**config.mk**
```make
export PLATFORM = sky130hd
export DESIGN_NAME = wpend_scoreboard
export DESIGN_NICKNAME = d
export VERILOG_FILES = /design/src/rtl/swp_pkg.sv /design/src/rtl/swp_onehot.sv /design/src/rtl/swp_pend_vec.sv /design/src/rtl/swp_hazard.sv /design/src/rtl/wpend_scoreboard.sv
export SDC_FILE = /design/constraint.sdc
export NUM_CORES = 1
export LEC_CHECK = 0
export ABC_AREA = 1
export ABC_CLOCK_PERIOD_IN_PS = 3060
export BUFFER_PORTS_ARGS = -buffer_cell sky130_fd_sc_hd__buf_2
export CORE_MARGIN = 5
export CORE_UTILIZATION = 35
export DETAILED_ROUTE_END_ITERATION = 7
export PLACE_DENSITY = 0.6
export SYNTH_ARGS = -nofsm -noshare
export SYNTH_HDL_FRONTEND = slang
export SYNTH_SLANG_ARGS = --single-unit
```
**constraint.sdc**
```tcl
create_clock -name clk -period 3.06 [get_ports clk]
set_input_delay 0.153 -clock clk [delete_from_list [all_inputs] [get_ports clk]]
set_output_delay 0.153 -clock clk [all_outputs]
set_load 0.005 [all_outputs]
```
**src/rtl/swp_pkg.sv**
```systemverilog
package swp_pkg;
  function automatic int num_width(input int nreg, input bit unary);
    return unary ? nreg : ((nreg > 1) ? $clog2(nreg) : 1);
  endfunction
endpackage

```
**src/rtl/swp_onehot.sv**
```systemverilog
// Turns N register-number fields into one OR-merged register mask.
module swp_onehot #(
  parameter int NREG  = 32,
  parameter bit UNARY = 1'b0,
  parameter int NUM_W = 5,
  parameter int N     = 2
) (
  input  logic [N-1:0][NUM_W-1:0] num,
  input  logic [N-1:0]            en,
  output logic [NREG-1:0]         mask
);
  logic [N-1:0][NREG-1:0] per_field;

  for (genvar i = 0; i < N; i++) begin : g_field
    if (UNARY) begin : g_unary
      assign per_field[i] = en[i] ? NREG'(num[i]) : '0;
    end else begin : g_binary
      assign per_field[i] = en[i] ? (NREG'(1) << num[i]) : '0;
    end
  end

  always_comb begin
    mask = '0;
    for (int i = 0; i < N; i++) mask |= per_field[i];
  end
endmodule

```
**src/rtl/swp_pend_vec.sv**
```systemverilog
// Pending-write state with a one-cycle staged set path.
module swp_pend_vec #(
  parameter int NREG = 32
) (
  input  logic            clk,
  input  logic            rst,
  input  logic            set_fire,
  input  logic [NREG-1:0] set_mask,
  input  logic [NREG-1:0] clr_mask,
  output logic [NREG-1:0] pend_q,
  output logic [NREG-1:0] stage_q,
  output logic [NREG-1:0] view
);
  always_ff @(posedge clk) begin
    if (rst) begin
      pend_q  <= '0;
      stage_q <= '0;
    end else begin
      // staged set applied after the clear: newer instruction wins
      pend_q  <= (pend_q & ~clr_mask) | stage_q;
      stage_q <= set_fire ? set_mask : '0;
    end
  end

  assign view = pend_q | stage_q;
endmodule

```
**src/rtl/swp_hazard.sv**
```systemverilog
// Hazard detection and issue acceptance.
module swp_hazard #(
  parameter int NREG  = 32,
  parameter int NUNIT = 6,
  parameter logic [NUNIT-1:0] SERIAL_UNITS = '0
) (
  input  logic             valid,
  input  logic [NREG-1:0]  view,
  input  logic [NREG-1:0]  src_mask,
  input  logic [NREG-1:0]  dst_mask,
  input  logic [NUNIT-1:0] unit_busy,
  output logic             raw_hit,
  output logic             waw_hit,
  output logic             serial_busy,
  output logic             accept_ok
);
  assign raw_hit     = valid & (|(view & src_mask));
  assign waw_hit     = valid & (|(view & dst_mask));
  assign serial_busy = |(unit_busy & SERIAL_UNITS);
  assign accept_ok   = ~waw_hit & ~serial_busy;
endmodule

```
**src/rtl/wpend_scoreboard.sv**
```systemverilog
module wpend_scoreboard #(
  parameter int NREG  = 32,
  parameter bit UNARY = 1'b0,
  parameter int NSRC  = 3,
  parameter int NDST  = 2,
  parameter int NWB   = 2,
  parameter int NUNIT = 6,
  parameter logic [NUNIT-1:0] SERIAL_UNITS = 6'b011110,
  localparam int NUM_W = swp_pkg::num_width(NREG, UNARY)
) (
  input  logic                       clk,
  input  logic                       rst,
  input  logic                       iss_valid,
  output logic                       iss_ready,
  input  logic [NSRC-1:0][NUM_W-1:0] iss_src_num,
  input  logic [NSRC-1:0]            iss_src_en,
  input  logic [NDST-1:0][NUM_W-1:0] iss_dst_num,
  input  logic [NDST-1:0]            iss_dst_en,
  input  logic [NWB-1:0]             wb_en,
  input  logic [NWB-1:0][NUM_W-1:0]  wb_num,
  input  logic [NUNIT-1:0]           unit_busy,
  output logic                       raw_hazard,
  output logic                       waw_hazard,
  output logic                       core_busy
);
  logic [NREG-1:0] src_mask, dst_mask, clr_mask;
  logic [NREG-1:0] pend_q, stage_q, view;
  logic            fire;

  swp_onehot #(.NREG(NREG), .UNARY(UNARY), .NUM_W(NUM_W), .N(NSRC)) u_src (
    .num(iss_src_num), .en(iss_src_en), .mask(src_mask));
  swp_onehot #(.NREG(NREG), .UNARY(UNARY), .NUM_W(NUM_W), .N(NDST)) u_dst (
    .num(iss_dst_num), .en(iss_dst_en), .mask(dst_mask));
  // all write-back ports merged into a single clear vector
  swp_onehot #(.NREG(NREG), .UNARY(UNARY), .NUM_W(NUM_W), .N(NWB)) u_clr (
    .num(wb_num), .en(wb_en), .mask(clr_mask));

  swp_hazard #(.NREG(NREG), .NUNIT(NUNIT), .SERIAL_UNITS(SERIAL_UNITS)) u_haz (
    .valid(iss_valid), .view(view), .src_mask(src_mask), .dst_mask(dst_mask),
    .unit_busy(unit_busy), .raw_hit(raw_hazard), .waw_hit(waw_hazard),
    .serial_busy(core_busy), .accept_ok(iss_ready));

  assign fire = iss_valid & iss_ready;

  swp_pend_vec #(.NREG(NREG)) u_pend (
    .clk(clk), .rst(rst), .set_fire(fire), .set_mask(dst_mask),
    .clr_mask(clr_mask), .pend_q(pend_q), .stage_q(stage_q), .view(view));
endmodule

```
== Yosys cells after proc, flatten, opt, wreduce, memory -nomap -nowiden ==
Cells that the tools add are included.
W data, S select, Z words.

* Register bits: 64

* Shift-type cells: 7
* Multiplexer cells: 7
* Bitwise operators: 17
* Reduce and logical (&&, ||, !) cells: 4

{| class="wikitable"
|+ Operators by type and width
! cell !! count
|-
| $mux W32 || 7
|-
| $shl A1 B5 Y32 const A || 7
|-
| $or A32 B32 Y32 || 6
|-
| $and A32 B32 Y32 || 3
|-
| $reduce_or A32 Y1 || 2
|-
| $not A32 Y32 || 1
|-
| $and A1 B1 Y1 || 4
|-
| $reduce_or A4 Y1 || 1
|-
| $not A1 Y1 || 3
|-
| $reduce_or A2 Y1 || 1
|}

== Depth between registers and ports, before layout ==
Gate-level depths: netlist (run 1).

* Depth after elaboration: 11
* Mapped depth: 15
* Gate-level depth less buffers: 14

== Hierarchy ==
A second synthesis (run 1) with hierarchy kept.

* Cell total of the unflattened synthesis: 992
* Area total of the unflattened synthesis: 5402.7 um2

{| class="wikitable"
|+ By module, submodules not included
! module !! times used !! cells an instance !! area an instance (um2)
|-
| swp_pend_vec || 1 || 328 || 2326.0
|-
| swp_onehot (u_clr ...) || 2 || 157 || 732.0
|-
| swp_onehot (u_src) || 1 || 221 || 1109.8
|-
| swp_hazard || 1 || 127 || 495.5
|-
| wpend_scoreboard || 1 || 2 || 7.5
|}

== Least setup slack after synthesis (run 1) ==
Ideal clock, no wire load.

* Path kind: input port to flip-flop
* From: input iss_dst_en[0]
* To: register u_pend.stage_q[10]
* Arrival: 1.357 ns
* Setup slack: 1.591 ns
* Cell stages on the path: 15
* Path buffers: 2
* Cells stage by stage: inv_1 -> nor2_2 -> buf_2 -> nand4_1 -> nand2_1 -> nand2_1 -> nand2_1 -> nor2_1 -> nand2_1 -> nor2_1 -> nand2_1 -> nand2_2 -> nand3_4 -> buf_6 -> nor2_2

* Cells in the longest elaborated chain, start to end: 10

{| class="wikitable"
|+ RTL lines
! what !! line !! source
|-
| from (decl) || wpend_scoreboard.sv:18 || <nowiki>input logic [NDST-1:0] iss_dst_en,</nowiki>
|-
| $mux W32 * || swp_onehot.sv:18 || <nowiki>assign per_field[i] = en[i] ? (NREG'(1) << num[i]) : '0;</nowiki>
|-
| $or A32 B32 Y32 * || swp_onehot.sv:24 || <nowiki>for (int i = 0; i < N; i++) mask |= per_field[i];</nowiki>
|-
| $and A32 B32 Y32 || swp_hazard.sv:18 || <nowiki>assign waw_hit = valid & (|(view & dst_mask));</nowiki>
|-
| $reduce_or A32 Y1 || swp_hazard.sv:18 ||
|-
| $and A1 B1 Y1 || swp_hazard.sv:18 ||
|-
| $not A1 Y1 || swp_hazard.sv:20 || <nowiki>assign accept_ok = ~waw_hit & ~serial_busy;</nowiki>
|-
| $and A1 B1 Y1 || swp_hazard.sv:20 ||
|-
| $and A1 B1 Y1 || wpend_scoreboard.sv:43 || <nowiki>assign fire = iss_valid & iss_ready;</nowiki>
|-
| $not A1 Y1 (no source line) || -- ||
|-
| $reduce_or A2 Y1 (no source line) || -- ||
|-
| to (signal assigned) || swp_pend_vec.sv:21 || <nowiki>stage_q <= set_fire ? set_mask : '0;</nowiki>
|-
| to (decl) || swp_pend_vec.sv:11 || <nowiki>output logic [NREG-1:0] stage_q,</nowiki>
|}

Every way passes the cells marked *; elsewhere a longest branch is shown, timed or not.
A chain may end at the register's enable or synchronous reset.

== Worst setup path after layout (run 1) ==
* From: input iss_dst_num[4] (netlist bit)
* To: output iss_ready

* Cells in the longest elaborated chain, start to end: 8

{| class="wikitable"
|+ RTL lines
! what !! line !! source
|-
| from (decl) || wpend_scoreboard.sv:17 || <nowiki>input logic [NDST-1:0][NUM_W-1:0] iss_dst_num,</nowiki>
|-
| $shl A1 B5 Y32 || swp_onehot.sv:18 ||
|-
| $mux W32 || swp_onehot.sv:18 ||
|-
| $or A32 B32 Y32 || swp_onehot.sv:24 ||
|-
| $and A32 B32 Y32 || swp_hazard.sv:18 ||
|-
| $reduce_or A32 Y1 || swp_hazard.sv:18 ||
|-
| $and A1 B1 Y1 || swp_hazard.sv:18 ||
|-
| $not A1 Y1 || swp_hazard.sv:20 ||
|-
| $and A1 B1 Y1 || swp_hazard.sv:20 ||
|-
| to (decl) || wpend_scoreboard.sv:14 || <nowiki>output logic iss_ready,</nowiki>
|}

Every way passes these cells.

==> results of run 1 <==
-- synth_stat cells (all sizes together) --
cell and count:
nand4 44, nor4 9, nor3 2, a31oi 4
nand3 125, buf 19, nand2 298, or2 33
nor2 140, a21oi 29, clkbuf 23, dfxtp 64
inv 110
-- stage by stage --
stage,area (sq um),util
after floorplan,5000,-
after global placement,5310,0.381
after detailed placement,5310,0.381
after CTS,5590,0.401
after global routing,5590,0.401
final,5590,0.401
-- path summary, 6_finish.rpt --
| path | from | to | slack [ns] | cells past startpoint |
|---|---|---|---|---|
| worst max-delay path | iss_dst_num[4] | iss_ready | 0.97 | 14 |
| worst min-delay path | iss_dst_num[2] | u_pend.stage_q[4] | 0.32 | 5 |
| worst max register to register | u_pend.pend_q[23] | u_pend.stage_q[0] | 0.98 | 10 |
| worst min register to register | u_pend.stage_q[31] | u_pend.pend_q[31] | 0.44 | 2 |
-- cell usage in the layout, fill, tap and decap left out, drive strengths merged --
master,count
or2,33
buf,58
nand3,125
nor3,2
a21oi,29
dfxtp,64
nand4,44
inv,111
a31oi,4
clkinvlp,4
nor2,140
nand2,298
clkinv,1
nor4,9
clkbuf,10
-- registers in the layout, indices dropped and copies added, names as in the netlist --
signal	cells
u_pend.pend_q	32
u_pend.stage_q	32
-- logic make-up after synthesis --
logic type      Yosys count  share of synthesized area
compound gates           33                     0.0341
flops                    64                      0.256
simple gates            651                      0.583
buf+inv                 152                      0.127
-- per-layer routing --
layer	GRT usage	wire, um	vias up
li1	-	-	2893
met3	0.0268	1340	32
met2	0.322	7720	227
met4	0.0501	348	0
met1	0.294	7730	2578
met5	0	0	-
-- tightest hold or removal path, cell delays in order --
cell	delay, ns
buf_2	0.16
nand4_1	0.10
nand2_1	0.08
inv_1	0.07
nor2_2	0.04
-- power by group through the flow --
stage               Sequential (mW)  Clock [mW]  Combinational [mW]
floorplan                     0.852           0               0.174
global placement              0.852           0               0.275
detailed placement            0.852           0               0.274
CTS                           0.834       0.967               0.275
global route                  0.834       0.997               0.307
finish                        0.834       0.959               0.281
-- area by class of cell --
| type | instances | area, sq um | share of cell area |
|---|---|---|---|
| clock buffers | 10 | 239 | 0.0427 |
| clock inverters | 6 | 43.8 | 0.00783 |
| inverters | 110 | 415 | 0.0743 |
| multi-input cells | 684 | 3080 | 0.551 |
| flip-flops and latches | 64 | 1280 | 0.229 |
| well taps | 180 | 225 | 0.0403 |
| repair buffers | 58 | 305 | 0.0546 |
==> impl_metrics.csv, run 1 <==
group,metric,value,unit
yosys,synth_top_area_frac,0.256,
yosys,yosysTopAreaCell,"dfxtp_1",
worst_setup_path,path_buf_inv,3,
drt,wl,17100,um
floorplan,core,13900,sq um
worst_setup_path,slowest_stage,"nor2_2",
clock_tree,clockRootBuffer,"clkbuf_16",
power,power_switching_share,0.291,
drt,wl_per_cell,15.4,um
floorplan,die_h,129,um
timing,rsz0062_at_grt,"false",
final_layout,area_delta_synth_final,11.9,%
floorplan,initial_core_util,0.359,
timing,skew,0.00554,ns
placed_design,io_buffers,52,
timing,hold_viol_final,0,
floorplan,io_pins,55,
drt,dr.pass1.iters,5,
yosys,synthTopCellsByArea,"dfxtp_1 26%, nand2_1 22%, nand3_1 12%",
yosys,mappedNetlistArea,5000,sq um
placed_design,dp_hpwl,12900,um
worst_setup_path,setup.worst_path.class,"input port to output pin",
power,ir_drop,0.258,mV
timing,finalCriticalPeriod,2.09,ns
yosys,yosysUniqueCellTypes,20,
min_path,hold_path.class,"input port to flop",
clock_tree,htree_num_levels,3,
power,p_total,2.07,mW
yosys,syn_avg_cell_area,5.55,sq um
yosys,yosysWarnings,0,
global_routing,grt_usage,0.203,
worst_setup_path,slowest_delay,0.53,ns
clock_tree,cts.sinks,64,
run_status,status,"finished, final reports clean",
clock_tree,cts_buffers,9,
worst_setup_path,cp-end-kind,"output pin",
placed_design,gp_congestion,0.916,
worst_setup_path,crit_top_cell,"nand2_1",
timing,relSlewSlack,0.508,
power,combinationalPowerShare,0.135,
drt,final_antenna_net_count,0,
power,p_per_area,371,nW/um^2
worst_setup_path,start_kind,"input port",
final_layout,num_antenna_cells,0,
final_layout,fin_nets,978,
global_routing,grt_overflow,0,
timing,worst_slack,0.969,ns
clock_tree,cts.repair.resized,0,
worst_setup_path,cp_cell_sequence,"buf_2, nor2_2, nand4_1, nand2_1, nand2_1, nand2_1, nor2_1, nand2_1, nor2_1, nand2_1, nand2_2, inv_1, nor2_1, buf_2",
run,cap_violations,0,
yosys,ys_seq_area_frac,0.256,
clock_tree,cts_buffer_depth,2,
worst_setup_path,cp.arrival,1.94,ns
clock_tree,clk_latency,0.33,ns
final_layout,drive_above_1_share,0.153,
drt,drc,0,
floorplan,fp-row-count,43,
power,seqPwrFrac,0.402,
worst_setup_path,path_delay_family,"simple AND/OR/NAND/NOR gates",
clock_tree,cts_setup_buffers,0,
drt,dr_total_vias,5730,
worst_setup_path,path_max_fanout,16,
timing,maxSlewViolCount,0,
timing,tightest_slew,0.732,ns
power,power.leakage,2.53,nW
yosys,syn_nets,951,
power,power.internal,1.47,mW
yosys,synth_cells,900,
timing,period_share,0.683,
clock_tree,cts_tree,"yes",
placed_design,dp_slack,0.787,ns
drt,avgViaCountPerCell,5.15,
timing,holdWs,0.315,ns
final_layout,n_fill_cell,1552,
clock_tree,hold_buffers,0,
power,p_sw,604,uW
final_layout,layout.cells.non_filler,1112,
timing,tns,0,ns
floorplan,die_width,129,um
yosys,ys_seq_elements,64,
global_routing,grt_max_degree,33,
global_routing,grt_first_pass_wirelength,26900,um
power,clockPowerShare,0.462,
timing,max_freq,478,MHz
global_routing,grt_pass1_vias,5132,
global_routing,grt_antenna_before_repair,0,
floorplan,die_area,16800,sq um
worst_setup_path,worstPathRequired,2.91,ns
timing,setup_viol,0,
clock_tree,clk_pin_slew_worst_paths,0.06,ns
drt,first_iter_violations,476,
placed_design,dp.cells,1096,
(Power assumes the default switching activity.)
==> inputs of run 2 (changes only) <==
ABC_AREA = 0   (was 1)
ABC_CLOCK_PERIOD_IN_PS = 1800   (was 3060)
PLACE_DENSITY = 0.62   (was 0.6)
clock period = 1.8 ns   (was 3.06 ns; I/O delays follow)
==> run 2 against run 1 <==
  * The run now ends with setup timing left
  * Synthesized cell count shrank 33%
  * First-iteration DRC count grew 110%
  * Final area grew 38%
  * Die area shrank 3.7%
  * Worst setup slack lost 1.7 ns
  * Clock-buffer cell count is the same
  * Critical endpoint is now u_pend.stage_q[19]
==> impl_metrics.csv, run 2 <==
group,metric,value,unit
yosys,synth_top_area_frac,0.267,
final_layout,final_util,0.578,
clock_tree,cts_buffer_depth,2,
timing,rsz0062_at_grt,"true",
power,p_per_area,542,nW/um^2
clock_tree,cts_buffers,9,
timing,max_freq,399,MHz
worst_setup_path,r2r_start,"u_pend.pend_q[13]",
floorplan,initial_core_util,0.359,
global_routing,grt_overflow,0,
yosys,synth_simple_gate_area_frac,0.348,
final_layout,num_antenna_cells,0,
yosys,ys_seq_elements,64,
timing,worst_slack,-0.709,ns
clock_tree,clk_pin_slew_worst_paths,0.06,ns
timing,maxSlewViolCount,0,
run_status,status,"finished, violations left",
floorplan,die_width,127,um
yosys,synth_top_cells_by_count,"83 x nor2_1, 64 x dfxtp_1, 55 x a22oi_1, 40 x a21oi_1, 39 x clkbuf_1",
final_layout,final_common_cell,"buf_4",
clock_tree,cts_tree,"yes",
worst_setup_path,worstRegToRegCells,11,
floorplan,die_area,16100,sq um
worst_setup_path,setup.worst_path.class,"flop to flop",
yosys,syn_nets,658,
worst_setup_path,endpoint,"u_pend.stage_q[19]",
drt,dr.pass1.iters,6,
yosys,mappedNetlistArea,4800,sq um
min_path,hp-start,"rst",
drt,wl,24300,um
yosys,ys_seq_area_frac,0.267,
worst_setup_path,worstPathRequired,2.04,ns
final_layout,area_delta_synth_final,60.7,%
yosys,yosys.area_share.adder,0,
final_layout,layout_common_cells,"207 x buf_4, 72 x nor2_1, 58 x dfxtp_1, 52 x buf_2, 51 x a22oi_1",
drt,wl_per_cell,23.7,um
worst_setup_path,path_max_fanout,7,
clock_tree,htree_num_levels,3,
worst_setup_path,rrSetupSlack,-0.71,ns
power,power.leakage,2.84,nW
floorplan,core,13300,sq um
global_routing,grt_usage,0.284,
floorplan,fp-row-count,42,
drt,first_iter_violations,1020,
clock_tree,cts.sinks,64,
yosys,syn_avg_cell_area,7.90,sq um
yosys,yosysTopAreaCell,"dfxtp_1",
yosys,synth_flop_cell,"dfxtp_1",
yosys,yosysUniqueCellTypes,66,
final_layout,fin_nets,896,
timing,skew,0.00973,ns
yosys,synthTopCellsByArea,"dfxtp_1 27%, a22oi_1 8.6%, nor4_2 8.1%",
yosys,synthMuxAreaShare,0.00704,
timing,finalCriticalPeriod,2.51,ns
floorplan,die_h,127,um
global_routing,grt_pass1_vias,5922,
placed_design,dp.cells,988,
timing,relSlewSlack,0.577,
run_status,violations,"setup timing",
drt,final_antenna_net_count,0,
placed_design,gp_congestion,1.01,
timing,setup_viol,35,
yosys,synth_compound_area_frac,0.319,
yosys,synthArstFlopShare,0,
worst_setup_path,start_kind,"flop",
run,cap_violations,0,
final_layout,layout.cells.non_filler,1026,
timing,holdWs,0.261,ns
yosys,synth_cells,607,
drt,dr_total_vias,6503,
min_path,hold_path.class,"input port to flop",
global_routing,grt_first_pass_wirelength,35500,um
timing,hold_viol_final,0,
power,ir_drop,0.399,mV
placed_design,io_buffers,52,
drt,avgViaCountPerCell,6.34,
worst_setup_path,critPathLaunch,"u_pend.pend_q[13]",
floorplan,io_pins,55,
yosys,synth_xor_area_frac,0,
yosys,yosysWarnings,0,
global_routing,grt_antenna_before_repair,0,
worst_setup_path,cp-end-kind,"flop",
drt,drc,0,
clock_tree,hold_buffers,0,
yosys,synth_top_family_by_area,"simple AND/OR/NAND/NOR gates",
final_layout,largestRegisters,"u_pend.pend_q: 32 flops, u_pend.stage_q: 32 flops",
global_routing,grt_max_degree,33,
final_layout,drive_above_1_share,0.452,
final_layout,n_fill_cell,1175,
clock_tree,clk_latency,0.34,ns
timing,tightest_slew,0.630,ns
clock_tree,clockRootBuffer,"clkbuf_16",
timing,period_share,1.39,
worst_setup_path,cp.arrival,2.75,ns
placed_design,dp_hpwl,18300,um
yosys,yosysMostFrequentCell,"nor2_1",
worst_setup_path,r2r-end,"u_pend.stage_q[19]",
yosys,synth_edf_count,0,
-- run 2: cell count changes after synthesis, sizes merged, moves of 30 or more --
cell   change
a22oi     +58
inv      -102
nand2    -282
nand3    -115
nand4     -40
nor2      -57
o21ai     +35
o22ai     +30
-- run 2: cells by family after synthesis --
logic type      Yosys count
mux                       2
simple gates            255
flops                    64
buf+inv                  61
compound gates          225
-- run 2: final cells by class --
cell class,instances,area [sq um],share of cell area
tap,176,220,0.0286
timing repair buffer,280,2160,0.281
clock buffer,10,239,0.0310
sequential,64,1290,0.167
inverter,8,30.0,0.00389
clock inverter,6,92.6,0.0120
multi-input combinational,482,3680,0.477
-- run 2: what timing repair did --
action                     4_1_cts  5_1_grt
pin swaps                       16       17
setup buffers                    6       15
cloned                           0        3
setup endpoints to repair       35       35
resized for setup               43       46
-- run 2: worst min-delay path by stage --
stage	to	cells past startpoint
3_5_place_dp	u_pend.pend_q[24]	2
2_1_floorplan	iss_ready	1
6_report	u_pend.pend_q[3]	3
4_1_cts	u_pend.pend_q[30]	3
5_1_grt	u_pend.pend_q[17]	3
3_3_place_gp	u_pend.pend_q[24]	2
-- run 2: metrics by stage --
stage	TNS [ns]	instance area, sq um	setup WS [ns]	power [mW]
5_1_grt	-20.16	7710	-0.739	4.29
4_1_cts	-15.90	7240	-0.627	4.05
2_1_floorplan	-1.71	4890	-0.0608	1.78
3_5_place_dp	-13.83	6690	-0.517	2.09
6_report	-18.76	7710	-0.709	4.18
3_3_place_gp	-12.29	6690	-0.485	2.08
-- run 2: power breakdown --
part	leakage [nW]	switching, mW	internal (mW)
sequential	0.518	0.000611	1.42
clock	0.155	0.714	1.25
combinational	2.16	0.451	0.344
-- run 2: critical path, stage by stage (launching register included) --
cell      delay [ns]
dfxtp_2         0.32
or2_4           0.26
buf_4           0.15
a221oi_4        0.29
a311oi_2        0.08
nor4_2          0.30
nand4_2         0.16
buf_6           0.17
buf_12          0.13
buf_12          0.14
buf_4           0.13
nor4_2          0.27
-- run 2: metal layers --
layer / track usage / vias to the layer above / part of all wire
li1: - / 2881 / -
met1: 0.384 / 3146 / 0.41
met2: 0.444 / 391 / 0.45
met3: 0.0555 / 85 / 0.087
met4: 0.121 / 0 / 0.055
met5: 0 / - / 0
